--- config.mk ---
export PLATFORM = sky130hd
export DESIGN_NAME = bitplane_fetch_seq
export DESIGN_NICKNAME = d
export VERILOG_FILES = /design/src/rtl/bfs_pkg.sv /design/src/rtl/bfs_window.sv /design/src/rtl/bfs_slot_counter.sv /design/src/rtl/bfs_align_check.sv /design/src/rtl/bitplane_fetch_seq.sv
export SDC_FILE = /design/constraint.sdc
export NUM_CORES = 1
export LEC_CHECK = 0
export BUFFER_PORTS_ARGS = -buffer_cell sky130_fd_sc_hd__buf_2
export CAP_MARGIN = 20
export CORE_ASPECT_RATIO = 0.5
export CORE_MARGIN = 2
export CORE_UTILIZATION = 54
export DETAILED_ROUTE_END_ITERATION = 16
export HOLD_SLACK_MARGIN = 0.12
export PLACE_DENSITY = 0.86
export SLEW_MARGIN = 30
export SYNTH_ARGS = -nofsm -noshare
export SYNTH_HDL_FRONTEND = slang
export SYNTH_SLANG_ARGS = --single-unit
--- constraint.sdc ---
create_clock -name clk -period 8.75 [get_ports clk]
set_clock_uncertainty 0.15 [all_clocks]
set_input_delay 2.625 -clock clk [delete_from_list [all_inputs] [get_ports clk]]
set_output_delay 2.625 -clock clk [all_outputs]
set_load 0.01 [all_outputs]
--- src/rtl/bfs_pkg.sv ---
package bfs_pkg;

  localparam int MAX_PLANES = 8;

  // log2 of the group base length: low 8, high 4, super 2
  function automatic logic [2:0] res_shift(input logic [1:0] res);
    case (res)
      2'b00:   return 3'd3;
      2'b01:   return 3'd2;
      default: return 3'd1;
    endcase
  endfunction

  // log2 of words per slot: 00 -> 1, 01/10 -> 2, 11 -> 4
  function automatic logic [1:0] wide_shift(input logic [1:0] wm);
    case (wm)
      2'b00:   return 2'd0;
      2'b11:   return 2'd2;
      default: return 2'd1;
    endcase
  endfunction

  function automatic logic [5:0] group_len(input logic [1:0] res, input logic [1:0] wm);
    logic [2:0] sh;
    sh = res_shift(res) + {1'b0, wide_shift(wm)};
    return 6'd1 << sh;
  endfunction

  function automatic logic [2:0] words_per_slot(input logic [1:0] wm);
    return 3'd1 << wide_shift(wm);
  endfunction

  // byte-offset bits that must be zero for the fetch width
  function automatic logic [2:0] align_mask(input logic [1:0] wm);
    case (wide_shift(wm))
      2'd0:    return 3'b001;
      2'd1:    return 3'b011;
      default: return 3'b111;
    endcase
  endfunction

  function automatic logic [5:0] eff_depth(input logic [3:0] depth, input logic [5:0] glen);
    logic [5:0] d;
    d = (depth > 4'd8) ? 6'd8 : {2'b00, depth};
    return (d > glen) ? glen : d;
  endfunction

endpackage

--- src/rtl/bfs_window.sv ---
module bfs_window #(
  parameter int HPW = 9
) (
  input  logic [HPW-1:0] hpos,
  input  logic [HPW-1:0] win_start,
  input  logic [HPW-1:0] win_stop,
  input  logic           fetch_en,
  input  logic [5:0]     glen,
  input  logic [5:0]     edepth,
  output logic           hit,
  output logic [2:0]     plane
);
  logic           in_win;
  logic [HPW-1:0] offs;
  logic [5:0]     gmask;
  logic [HPW-1:0] phase;

  // window is inclusive at both ends; one slot off shifts the image
  assign in_win = fetch_en && (hpos >= win_start) && (hpos <= win_stop);
  assign offs   = hpos - win_start;
  // group length is a power of two, so the phase is a mask
  assign gmask  = glen - 6'd1;
  assign phase  = offs & HPW'(gmask);
  assign hit    = in_win && (phase < HPW'(edepth));
  assign plane  = phase[2:0];
endmodule

--- src/rtl/bfs_slot_counter.sv ---
module bfs_slot_counter #(
  parameter int CW = 10
) (
  input  logic          clk,
  input  logic          rst_n,
  input  logic          line_start,
  input  logic          hit,
  output logic [CW-1:0] cnt,
  output logic [CW-1:0] total
);
  always_ff @(posedge clk) begin
    if (!rst_n) begin
      cnt   <= '0;
      total <= '0;
    end else if (line_start) begin
      total <= cnt;
      cnt   <= CW'(hit);
    end else if (hit) begin
      cnt <= cnt + CW'(1);
    end
  end

  p_clear_r6: assert property (@(posedge clk) disable iff (!rst_n)
    line_start |=> (cnt <= CW'(1)));
  p_step_r6: assert property (@(posedge clk) disable iff (!rst_n)
    !line_start |=> ((cnt == $past(cnt)) || (cnt == $past(cnt) + CW'(1))));
endmodule

--- src/rtl/bfs_align_check.sv ---
module bfs_align_check import bfs_pkg::*; (
  input  logic       clk,
  input  logic       rst_n,
  input  logic       ptr_wr,
  input  logic [2:0] ptr_plane,
  input  logic [2:0] ptr_low,
  input  logic [1:0] width_mode,
  input  logic [5:0] edepth,
  output logic [MAX_PLANES-1:0] flags
);
  logic [2:0] amask;
  logic [2:0] lo_q [MAX_PLANES];

  assign amask = align_mask(width_mode);

  for (genvar i = 0; i < MAX_PLANES; i++) begin : g_plane
    always_ff @(posedge clk) begin
      if (!rst_n)                            lo_q[i] <= '0;
      else if (ptr_wr && ptr_plane == 3'(i)) lo_q[i] <= ptr_low;
    end
    assign flags[i] = ((lo_q[i] & amask) != 3'd0) && (6'(i) < edepth);
  end

  p_clean_ptr_r9: assert property (@(posedge clk) disable iff (!rst_n)
    (ptr_wr && ptr_low == 3'd0) |=> !flags[$past(ptr_plane)]);
endmodule

--- src/rtl/bitplane_fetch_seq.sv ---
module bitplane_fetch_seq import bfs_pkg::*; #(
  parameter int HPW = 9,
  parameter int CW  = HPW + 1
) (
  input  logic           clk,
  input  logic           rst_n,
  input  logic           line_start,
  input  logic [HPW-1:0] hpos,
  input  logic           fetch_en,
  input  logic [HPW-1:0] win_start,
  input  logic [HPW-1:0] win_stop,
  input  logic [3:0]     depth,
  input  logic [1:0]     res,
  input  logic [1:0]     width_mode,
  input  logic           ptr_wr,
  input  logic [2:0]     ptr_plane,
  input  logic [2:0]     ptr_low,
  output logic           fetch_vld,
  output logic [2:0]     fetch_plane,
  output logic [2:0]     fetch_words,
  output logic [CW-1:0]  slot_cnt,
  output logic [CW-1:0]  line_slots,
  output logic [7:0]     misalign
);
  logic       hit;
  logic [2:0] plane_c;
  logic [5:0] glen;
  logic [5:0] edepth;

  assign glen   = group_len(res, width_mode);
  assign edepth = eff_depth(depth, glen);

  bfs_window #(.HPW(HPW)) u_win (
    .hpos(hpos), .win_start(win_start), .win_stop(win_stop),
    .fetch_en(fetch_en), .glen(glen), .edepth(edepth),
    .hit(hit), .plane(plane_c)
  );

  always_ff @(posedge clk) begin
    if (!rst_n) begin
      fetch_vld   <= 1'b0;
      fetch_plane <= '0;
      fetch_words <= '0;
    end else begin
      fetch_vld   <= hit;
      fetch_plane <= hit ? plane_c : 3'd0;
      fetch_words <= hit ? words_per_slot(width_mode) : 3'd0;
    end
  end

  bfs_slot_counter #(.CW(CW)) u_cnt (
    .clk(clk), .rst_n(rst_n), .line_start(line_start), .hit(hit),
    .cnt(slot_cnt), .total(line_slots)
  );

  bfs_align_check u_align (
    .clk(clk), .rst_n(rst_n), .ptr_wr(ptr_wr), .ptr_plane(ptr_plane),
    .ptr_low(ptr_low), .width_mode(width_mode), .edepth(edepth),
    .flags(misalign)
  );

  p_window_r1: assert property (@(posedge clk) disable iff (!rst_n)
    fetch_vld |-> ($past(fetch_en) && $past(hpos) >= $past(win_start)
                   && $past(hpos) <= $past(win_stop)));
  p_one_slot_r5: assert property (@(posedge clk) disable iff (!rst_n)
    fetch_vld |-> ($countones(fetch_words) == 1));
  p_idle_words_r5: assert property (@(posedge clk) disable iff (!rst_n)
    !fetch_vld |-> (fetch_words == 3'd0));
  p_plane_depth_r3: assert property (@(posedge clk) disable iff (!rst_n)
    fetch_vld |-> ({1'b0, fetch_plane} < $past(depth)));
endmodule

==> results.yml, run 1 <==
yosys:
  yosys_warnings: 0
  synth_cell_type_count: 50
  ys_seq_area_share_pct: 39.0
  async_flop_share_pct: 0
  netlist_area_mm2: 0.00323
  avgSynthCellArea_um2: 9.29
  synth_edf_count: 24
  synth-main-ff-cell: "dfxtp_1"
  ys_seq_elements: 51
  synth_cells: 348
worst_setup_path:
  cp.buffers_inverters: 4
  path_max_fanout: 8
  cp_slowest_cell: "fa_2"
  end_kind: "primary output"
  crit_required_ns: 5.98
  max_stage_delay_ns: 0.52
  path_class: "in -> out"
  rr_worst_depth: 6
  critPathArrivalTime_ns: 5.78
  cp.depth: 16
  critPathTopFamily: "adder cells"
  path_cells: "buf_2, inv_1, ha_1, ha_1, inv_1, fa_2, nand3b_1, ha_1, and3_1, nand3_1, nand2_2, nor2_1, a21oi_2, or2_2, a31oi_1, buf_2"
  cpMostUsedCell: "ha_1"
  cp-start-kind: "input port"
finish:
  final_common_cell: "buf_2"
  antennaDiodeCount: 0
  layout-drive-gt1-share_pct: 25.3
  fillCellCount: 450
  syn2layout_area_growth_pct: 20.4
  final_cells: 504
  regArea_mm2: 0.00126
  fin_area_mm2: 0.00389
  final_cell_mix: "80 x buf_2, 31 x ha_1, 30 x inv_1"
  layout.nets: 509
  multi_input_area_mm2: 0.00183
placement:
  place_congestion: 0.931
  place_area_mm2: 0.00371
  port_buffers: 80
  dp_hpwl_mm: 5.50
  dp.cells: 496
clocking:
  cts_tree: "yes"
  cts.sinks: 51
  cts_hold_buf: 0
  htree_levels: 2
  cts_buffer_depth: 2
  cts_buffers: 5
  cts.reportedPaths.clkPinSlew_ns: 0.07
  clock_latency_ns: 0.29
  cts_root_buf: "clkbuf_16"
global_route:
  grt_pass1_wl_mm: 12.0
  grt_pass1_vias: 2740
  overflow: 0
  grt_antenna_before_repair: 0
  grt_use_total_pct: 22.5
  grt_max_degree: 21
detailed_routing:
  dr.pass1.iters: 4
  ant_nets: 0
  drc: 0
  drtIter0Drc: 129
  wl_met1_mm: 3.10
  dr_wl_met3_um: 446
  drt-vias-per-instance: 5.48
  wl_mm: 7.11
  met2_length_mm: 3.45
  wl_per_cell_um: 14.1
  highest_layer: "met4"
  routed-via-count: 2763
sta:
  min_period_over_period_pct: 97.8
  drv_slew: 0
  finalSetupTns_ns: 0
  clock.fmax_ghz: 0.117
  worstMarginPinSlew_ns: 0.499
  grt_setup_unrepaired: "no"
  slew_headroom_pct: 66.4
  layout_min_cycle_time_ns: 8.56
  hold_violations: 0
  finalSetupViolations: 0
floorplan:
  die_x_um: 113
  rows: 19
  dieArea_mm2: 0.00666
  num_io_pins: 81
  core_area_mm2: 0.00563
  start_util_pct: 57.4
  die_h_um: 58.7
power:
  p_leak_nw: 1.80
  total_power_uw: 642
  power_density_mw_per_mm2: 165
  vdd_drop_max_mv: 0.108
run_status:
  status: "complete, no violations"
run:
  maxCapViolCount: 0
worst_hold_path:
  hold_depth: 2
  min_path_type: "reg -> reg"
## where the power goes
| part | internal, mW | switching, mW | total, mW | leakage (nW) |
|---|---|---|---|---|
| clock network | 0.123 | 0.0806 | 0.204 | 0.0820 |
| logic | 0.0761 | 0.101 | 0.177 | 1.27 |
| registers | 0.259 | 0.00290 | 0.261 | 0.450 |
## kinds of logic (layout without fill, tap and decap cells)
kind of cell | after synthesis | count (layout) | share of synthesized area [%]
xor gates and xnor gates | 7 | 7 | 1.90
and+or+nand+nor | 128 | 128 | 21.8
buffers and inverters | 41 | 123 | 5.34
muxes | 11 | 11 | 3.41
other | 1 | 2 | 0.116
adders and majority gates | 33 | 33 | 13.2
AOI/OAI and AO/OA | 76 | 76 | 15.2
DFF | 51 | 51 | 39.0
## cell type report
class	instances	area share (%)
Multi-Input combinational cell	257	46.9
Sequential cell	51	32.4
Timing Repair Buffer	85	11.2
Clock buffer	6	3.86
Inverter	30	2.89
Tap cell	73	2.35
Clock inverter	2	0.353
## cells in the mapped netlist (8+ instances only)
cell      count  area (um2)
ha_1         31         388
inv_1        30         113
dfxtp_1      27         541
nor2_1       27         101
and2_1       24         150
edfxtp_1     24         721
a21oi_1      23         115
nand2_1      16        60.1
o21ai_0      14        70.1
mux2i_1      11         110
nand3_1      11        55.1
a221oi_1      9        78.8
nand2b_1      9        56.3
a21o_1        8        60.1
## per-stage QoR
stage / hold slack [ns] / setup WS, ns / util [%]
after CTS: 0.346 / 0.0644 / 68.8
after detailed placement: 0.328 / 0.0723 / 65.9
after floorplan: 0.358 / 0.398 / -
after global routing: 0.374 / 0.0227 / 69.1
after global placement: 0.318 / 0.208 / 65.9
final: 0.340 / 0.194 / 69.1
## worst min-delay path, stage by stage (launching register included)
cell	delay, ns
dfxtp_1	0.33
mux2i_1	0.06
nor2_1	0.07
## state kept, by name (all words and copies together) (netlist names)
name / cells
u_cnt.cnt: 10
u_align.lo_q: 24
fetch_words: 3
fetch_vld: 1
fetch_plane: 3
u_cnt.total: 10
## routing by layer
metal | track usage, % | vias up
li1 | - | 1402
met1 | 27.5 | 1261
met2 | 42.3 | 85
met3 | 4.12 | 15
met4 | 5.05 | 0
met5 | 0 | -
## final timing paths
| path | slack, ns | endpoint | from |
|---|---|---|---|
| max | 0.19 | misalign[2] | width_mode[0] |
| min | 0.34 | u_cnt.total[3] | u_cnt.total[3] |
| max reg2reg | 6.98 | u_cnt.cnt[9] | u_cnt.cnt[2] |
| min reg2reg | 0.34 | u_cnt.total[3] | u_cnt.total[3] |
## repair_timing
| action | CTS | global route |
|---|---|---|
| endpoints found under the setup margin | 0 | 7 |
| resized for setup | 0 | 6 |
| buffers inserted | 0 | 0 |
Power figures use the tool's default switching activity.
==> run 2: changes to the inputs <==
Settings changed: CORE_MARGIN 2 to unset, CORE_UTILIZATION 54 to 53, PLACE_DENSITY 0.86 to 0.85, TNS_END_PERCENT set to 10.
==> results.yml, run 2 (synthesis gave the netlist of run 1 again) <==
finish:
  fillCellCount: 463
  regArea_mm2: 0.00126
  layout.nets: 507
  final_cell_mix: "80 x buf_2, 31 x ha_1, 30 x inv_1"
  reg.largest.list: "u_align.lo_q x24, u_cnt.cnt x10, u_cnt.total x10"
  final_cells: 502
  syn2layout_area_growth_pct: 20.3
  multi_input_area_mm2: 0.00182
  top_register: "u_align.lo_q"
  post-route-util_pct: 68.5
  largest_reg_flops: 24
  antennaDiodeCount: 0
  layout-drive-gt1-share_pct: 24.5
  final_common_cell: "buf_2"
  fin_area_mm2: 0.00389
placement:
  pre_cts_slack_ns: 0.0804
  dp_hpwl_mm: 5.33
  dp.cells: 494
  place_congestion: 0.984
  port_buffers: 80
  place_area_mm2: 0.00370
detailed_routing:
  drtIter0Drc: 161
  routed-via-count: 2811
  wl_per_cell_um: 14.1
  dr.pass1.iters: 4
  drt-vias-per-instance: 5.60
  ant_nets: 0
  wl_mm: 7.10
  drc: 0
power:
  power_density_mw_per_mm2: 169
  p_leak_nw: 1.80
  clkPwrFrac_pct: 33.6
  seq_power_share_pct: 39.9
  vdd_drop_max_mv: 0.135
  p_sw_uw: 183
  comb_power_share_pct: 26.5
  p_int_uw: 473
  total_power_uw: 657
  power.share.switching_pct: 27.9
sta:
  slew_headroom_pct: 64.1
  worst_slack_ns: 0.155
  worstMarginPinSlew_ns: 0.534
  layout_min_cycle_time_ns: 8.60
  finalSetupViolations: 0
  finalSetupTns_ns: 0
  drv_slew: 0
  clock.fmax_ghz: 0.116
  hold_slack_ns: 0.340
  min_period_over_period_pct: 98.2
  hold_violations: 0
worst_setup_path:
  cp_slowest_cell: "fa_2"
  max_stage_delay_ns: 0.52
  path_class: "in -> out"
  rr_worst_depth: 6
  critPathArrivalTime_ns: 5.82
  path_max_fanout: 8
  cp-start-kind: "input port"
  r2r_slack_ns: 7.00
  cpMostUsedCell: "ha_1"
  end_kind: "primary output"
  reg2reg_from: "u_cnt.cnt[2]"
  path_cells: "buf_2, inv_1, ha_1, ha_1, inv_1, fa_2, nand3b_1, ha_1, a21o_1, nand2_1, o21ai_2, a21boi_0, a21oi_2, and3_1, a21oi_1, buf_2"
  crit_required_ns: 5.98
  r2r_end: "u_cnt.cnt[9]"
floorplan:
  dieArea_mm2: 0.00644
  rows: 19
  core_area_mm2: 0.00568
  die_h_um: 57.2
  start_util_pct: 56.9
  num_io_pins: 81
  die_x_um: 112
global_route:
  grt_pass1_vias: 2795
  grt_antenna_before_repair: 0
  grt_pass1_wl_mm: 12.2
  grt_use_total_pct: 23.7
  overflow: 0
  grt_max_degree: 21
clocking:
  cts_tree: "yes"
  cts_hold_buf: 0
  cts.sinks: 51
  cts_setup_buffers: 0
  htree_levels: 2
  cts.reportedPaths.clkPinSlew_ns: 0.06
  post_cts_resized: 0
  cts_root_buf: "clkbuf_16"
  cts_buffers: 5
  clock_latency_ns: 0.29
  cts_buffer_depth: 2
worst_hold_path:
  hold_depth: 2
  whs_endpoint: "u_cnt.total[8]"
  hp-start: "u_cnt.total[8]"
  min_path_type: "reg -> reg"
run_status:
  status: "complete, no violations"
run:
  maxCapViolCount: 0
run 2: cell count changes in the layout (fill, tap and decap cells not counted):
cell       previous run  this run
clkbuf_1              0         1
a21boi_0              0         1
a21boi_1              1         0
a21oi_2               2         1
a21oi_1              21        22
buf_4                 5         3
clkbuf_16             6         7
clkinv_2              1         0
clkinv_4              1         0
run 2: layout make-up:
type | count | share of cell area [%]
Clock buffer | 8 | 4.60
Inverter | 30 | 2.89
Multi-Input combinational cell | 257 | 46.9
Sequential cell | 51 | 32.4
Tap cell | 73 | 2.35
Timing Repair Buffer | 83 | 10.9
run 2: worst max path at each step:
stage	start	to	slack (ns)	cells after the start
6_report	width_mode[0]	misalign[0]	0.16	16
5_1_grt	width_mode[0]	misalign[2]	-0.02	17
4_1_cts	width_mode[0]	misalign[2]	0.08	17
3_5_place_dp	width_mode[0]	misalign[0]	0.08	16
3_3_place_gp	width_mode[0]	misalign[0]	0.15	16
2_1_floorplan	width_mode[0]	misalign[0]	0.40	16
run 2: worst max-delay path: cells and delay by family:
| family | cells | cell delay, ns |
|---|---|---|
| compound gates | 5 | 0.80 |
| fa+ha+maj | 4 | 1.42 |
| buf+inv | 4 | 0.36 |
| simple gates | 3 | 0.62 |
run 2: routing by layer:
layer / routed length [um] / track usage (%) / vias up
met3: 409 / 5.21 / 18
met5: 0 / 0 / -
met1: 3150 / 28.7 / 1286
li1: - / - / 1398
met4: 104 / 4.38 / 0
met2: 3430 / 44.4 / 109
run 2: power by group through the flow:
stage,Clock (mW),Sequential (mW),Combinational [mW]
finish,0.221,0.262,0.174
detailed placement,0,0.267,0.167
global placement,0,0.266,0.164
global route,0.234,0.263,0.193
CTS,0.224,0.262,0.169
floorplan,0,0.267,0.114
==> run 3: changes to the inputs <==
Settings changed: ABC_AREA set to 0, PLACE_DENSITY 0.85 to 0.84, SYNTH_HIERARCHICAL set to 1.
==> results.yml, run 3 <==
placement:
  place_area_mm2: 0.00386
  port_buffers: 80
  place_congestion: 0.862
  dp_hpwl_mm: 5.33
global_route:
  grt_use_total_pct: 22.2
  grt_max_degree: 28
  grt_antenna_before_repair: 0
  overflow: 0
  grt_pass1_vias: 2630
  grt_pass1_wl_mm: 11.6
sta:
  layout_min_cycle_time_ns: 8.67
  drv_slew: 0
  clock.fmax_ghz: 0.115
  hold_violations: 0
  min_period_over_period_pct: 99.1
  hold_slack_ns: 0.351
  finalSetupTns_ns: 0
  finalSetupViolations: 0
yosys:
  synth_common_cells: "36 x inv_1, 31 x ha_1, 27 x dfxtp_1"
  synth_compound_area_share_pct: 14.1
  yosys.area.top_type_share_pct: 21.6
  synth-simple-area-share_pct: 21.6
  synth_top_family_by_area: "simple AND/OR/NAND/NOR gates"
  synth_fa_ha_area_share_pct: 12.8
  synthTopCellsByArea: "edfxtp_1 22%, dfxtp_1 16%, ha_1 12%, and2_1 4.7%, inv_1 4.0%"
  yosys_warnings: 6
  synth-main-ff-cell: "dfxtp_1"
  synth_xor_area_share_pct: 2.62
  synth_edf_count: 24
  async_flop_share_pct: 0
  netlist_area_mm2: 0.00334
  synth_cells: 349
  yosysTopAreaCell: "edfxtp_1"
  synth_most_common_cell: "inv_1"
  synth_mux_area_share_pct: 5.02
  ys_seq_elements: 51
  avgSynthCellArea_um2: 9.57
  synth_cell_type_count: 56
  ys_seq_area_share_pct: 37.8
detailed_routing:
  routed-via-count: 2776
  drt-vias-per-instance: 5.25
  dr.pass1.iters: 4
  drtIter0Drc: 92
  ant_nets: 0
  drc: 0
  wl_per_cell_um: 13.3
  wl_mm: 7.04
floorplan:
  num_io_pins: 81
  rows: 20
  die_h_um: 58.1
  core_area_mm2: 0.00608
  start_util_pct: 54.9
  dieArea_mm2: 0.00664
  die_x_um: 114
worst_setup_path:
  cp-start-kind: "input port"
  end_kind: "primary output"
  critPathArrivalTime_ns: 5.90
  crit_required_ns: 5.98
  r2r_slack_ns: 7.00
  path_class: "in -> out"
  path_max_fanout: 5
  r2r_end: "u_cnt/cnt[8]"
  reg2reg_from: "u_cnt/cnt[0]"
  rr_worst_depth: 4
power:
  p_leak_nw: 1.91
  total_power_uw: 656
  p_sw_uw: 183
  power.share.switching_pct: 27.8
  comb_power_share_pct: 26.8
  p_int_uw: 474
  seq_power_share_pct: 40.1
  clkPwrFrac_pct: 33.1
  vdd_drop_max_mv: 0.0816
  power_density_mw_per_mm2: 162
finish:
  final_common_cell: "buf_2"
  regArea_mm2: 0.00126
  multi_input_area_mm2: 0.00192
  layout-drive-gt1-share_pct: 25.9
  final_cell_mix: "80 x buf_2, 36 x inv_1, 31 x ha_1"
  syn2layout_area_growth_pct: 21.3
  layout.nets: 519
  reg.largest.list: "u_align/lo_q x24, u_cnt/cnt x10, u_cnt/total x10"
  fin_area_mm2: 0.00405
  fillCellCount: 497
  top_register: "u_align/lo_q"
  antennaDiodeCount: 0
  largest_reg_flops: 24
worst_hold_path:
  whs_endpoint: "u_cnt/cnt[9]"
  hold_depth: 2
  hp-start: "u_cnt/cnt[9]"
  min_path_type: "reg -> reg"
clocking:
  cts.sinks: 51
  cts_hold_buf: 0
  clock_latency_ns: 0.28
  cts_root_buf: "clkbuf_16"
  cts.reportedPaths.clkPinSlew_ns: 0.06
  cts_tree: "yes"
  htree_levels: 2
  cts_buffers: 5
  cts_buffer_depth: 2
run_status:
  status: "complete, no violations"
run:
  maxCapViolCount: 0
## run 3: cell count changes in the layout (fill, tap and decap cells not counted), moves of 4 or more
cell     before  now
inv_1        30   36
a21oi_1      22   17
conb_1        2    6
nand4_1       3    7
or2_2         6    0
nand3_1      11    7
nor2b_1       6   14
buf_4         3    7
## run 3: cell type report
type / instances / share of cell area (%)
repair buffers: 87 / 11.2
inverters: 38 / 3.55
clock inverters: 1 / 0.741
clock buffers: 7 / 3.27
well taps: 88 / 2.72
flip-flops and latches: 51 / 31.1
multi-input cells: 257 / 47.4
## run 3: cells by family after synthesis
family | after synthesis
compound gates | 67
xor+xnor | 10
simple gates | 125
fa+ha+maj | 33
other cells | 1
buf+inv | 46
mux | 16
flops | 51
## run 3: stage by stage
| step | worst slack, ns | utilization, % | cells |
|---|---|---|---|
| 2_1_floorplan | 0.252 | - | 354 |
| 3_3_place_gp | 0.0995 | 63.5 | 520 |
| 3_5_place_dp | -0.0176 | 63.5 | 520 |
| 4_1_cts | 0.00572 | 66.3 | 528 |
| 5_1_grt | -0.0314 | 66.6 | 529 |
| 6_report | 0.0785 | 66.6 | 529 |
## run 3: per-layer routing
layer	routed length (um)	vias up	GRT usage, %
li1	-	1405	-
met4	67	0	6.31
met1	3250	1272	28.9
met2	3360	89	38.1
met3	363	10	4.39
met5	0	-	0
## run 3: power by group through the flow
stage | logic, mW | registers (mW) | clock network, mW
after floorplan | 0.119 | 0.268 | 0
after global placement | 0.163 | 0.268 | 0
after detailed placement | 0.168 | 0.268 | 0
after CTS | 0.171 | 0.263 | 0.219
after global routing | 0.198 | 0.264 | 0.229
final | 0.176 | 0.263 | 0.217
## run 3: worst max path at each step
stage | startpoint | end | cells after the start
after global routing | width_mode[0] | misalign[0] | 15
after global placement | width_mode[0] | misalign[2] | 15
final | width_mode[0] | misalign[0] | 15
after CTS | width_mode[0] | misalign[0] | 15
after detailed placement | width_mode[0] | misalign[2] | 15
after floorplan | width_mode[0] | misalign[1] | 12
## run 3: worst max-delay path: stages
cell and delay, ns:
buf_2 0.11, ha_1 0.34, ha_1 0.23, fa_2 0.45, or3_2 0.45, inv_1 0.11, ha_1 0.25, nand4_1 0.11
nand2_2 0.08, a21oi_4 0.19, mux2_4 0.35, nor4_4 0.21, buf_4 0.18, a21oi_1 0.06, buf_2 0.15
## run 3: what timing repair did
item,in CTS,in global routing
pin swaps,0,0
endpoints found under the hold margin,0,0
setup endpoints to repair,4,8
gates resized for setup,2,3
buffers inserted,0,1
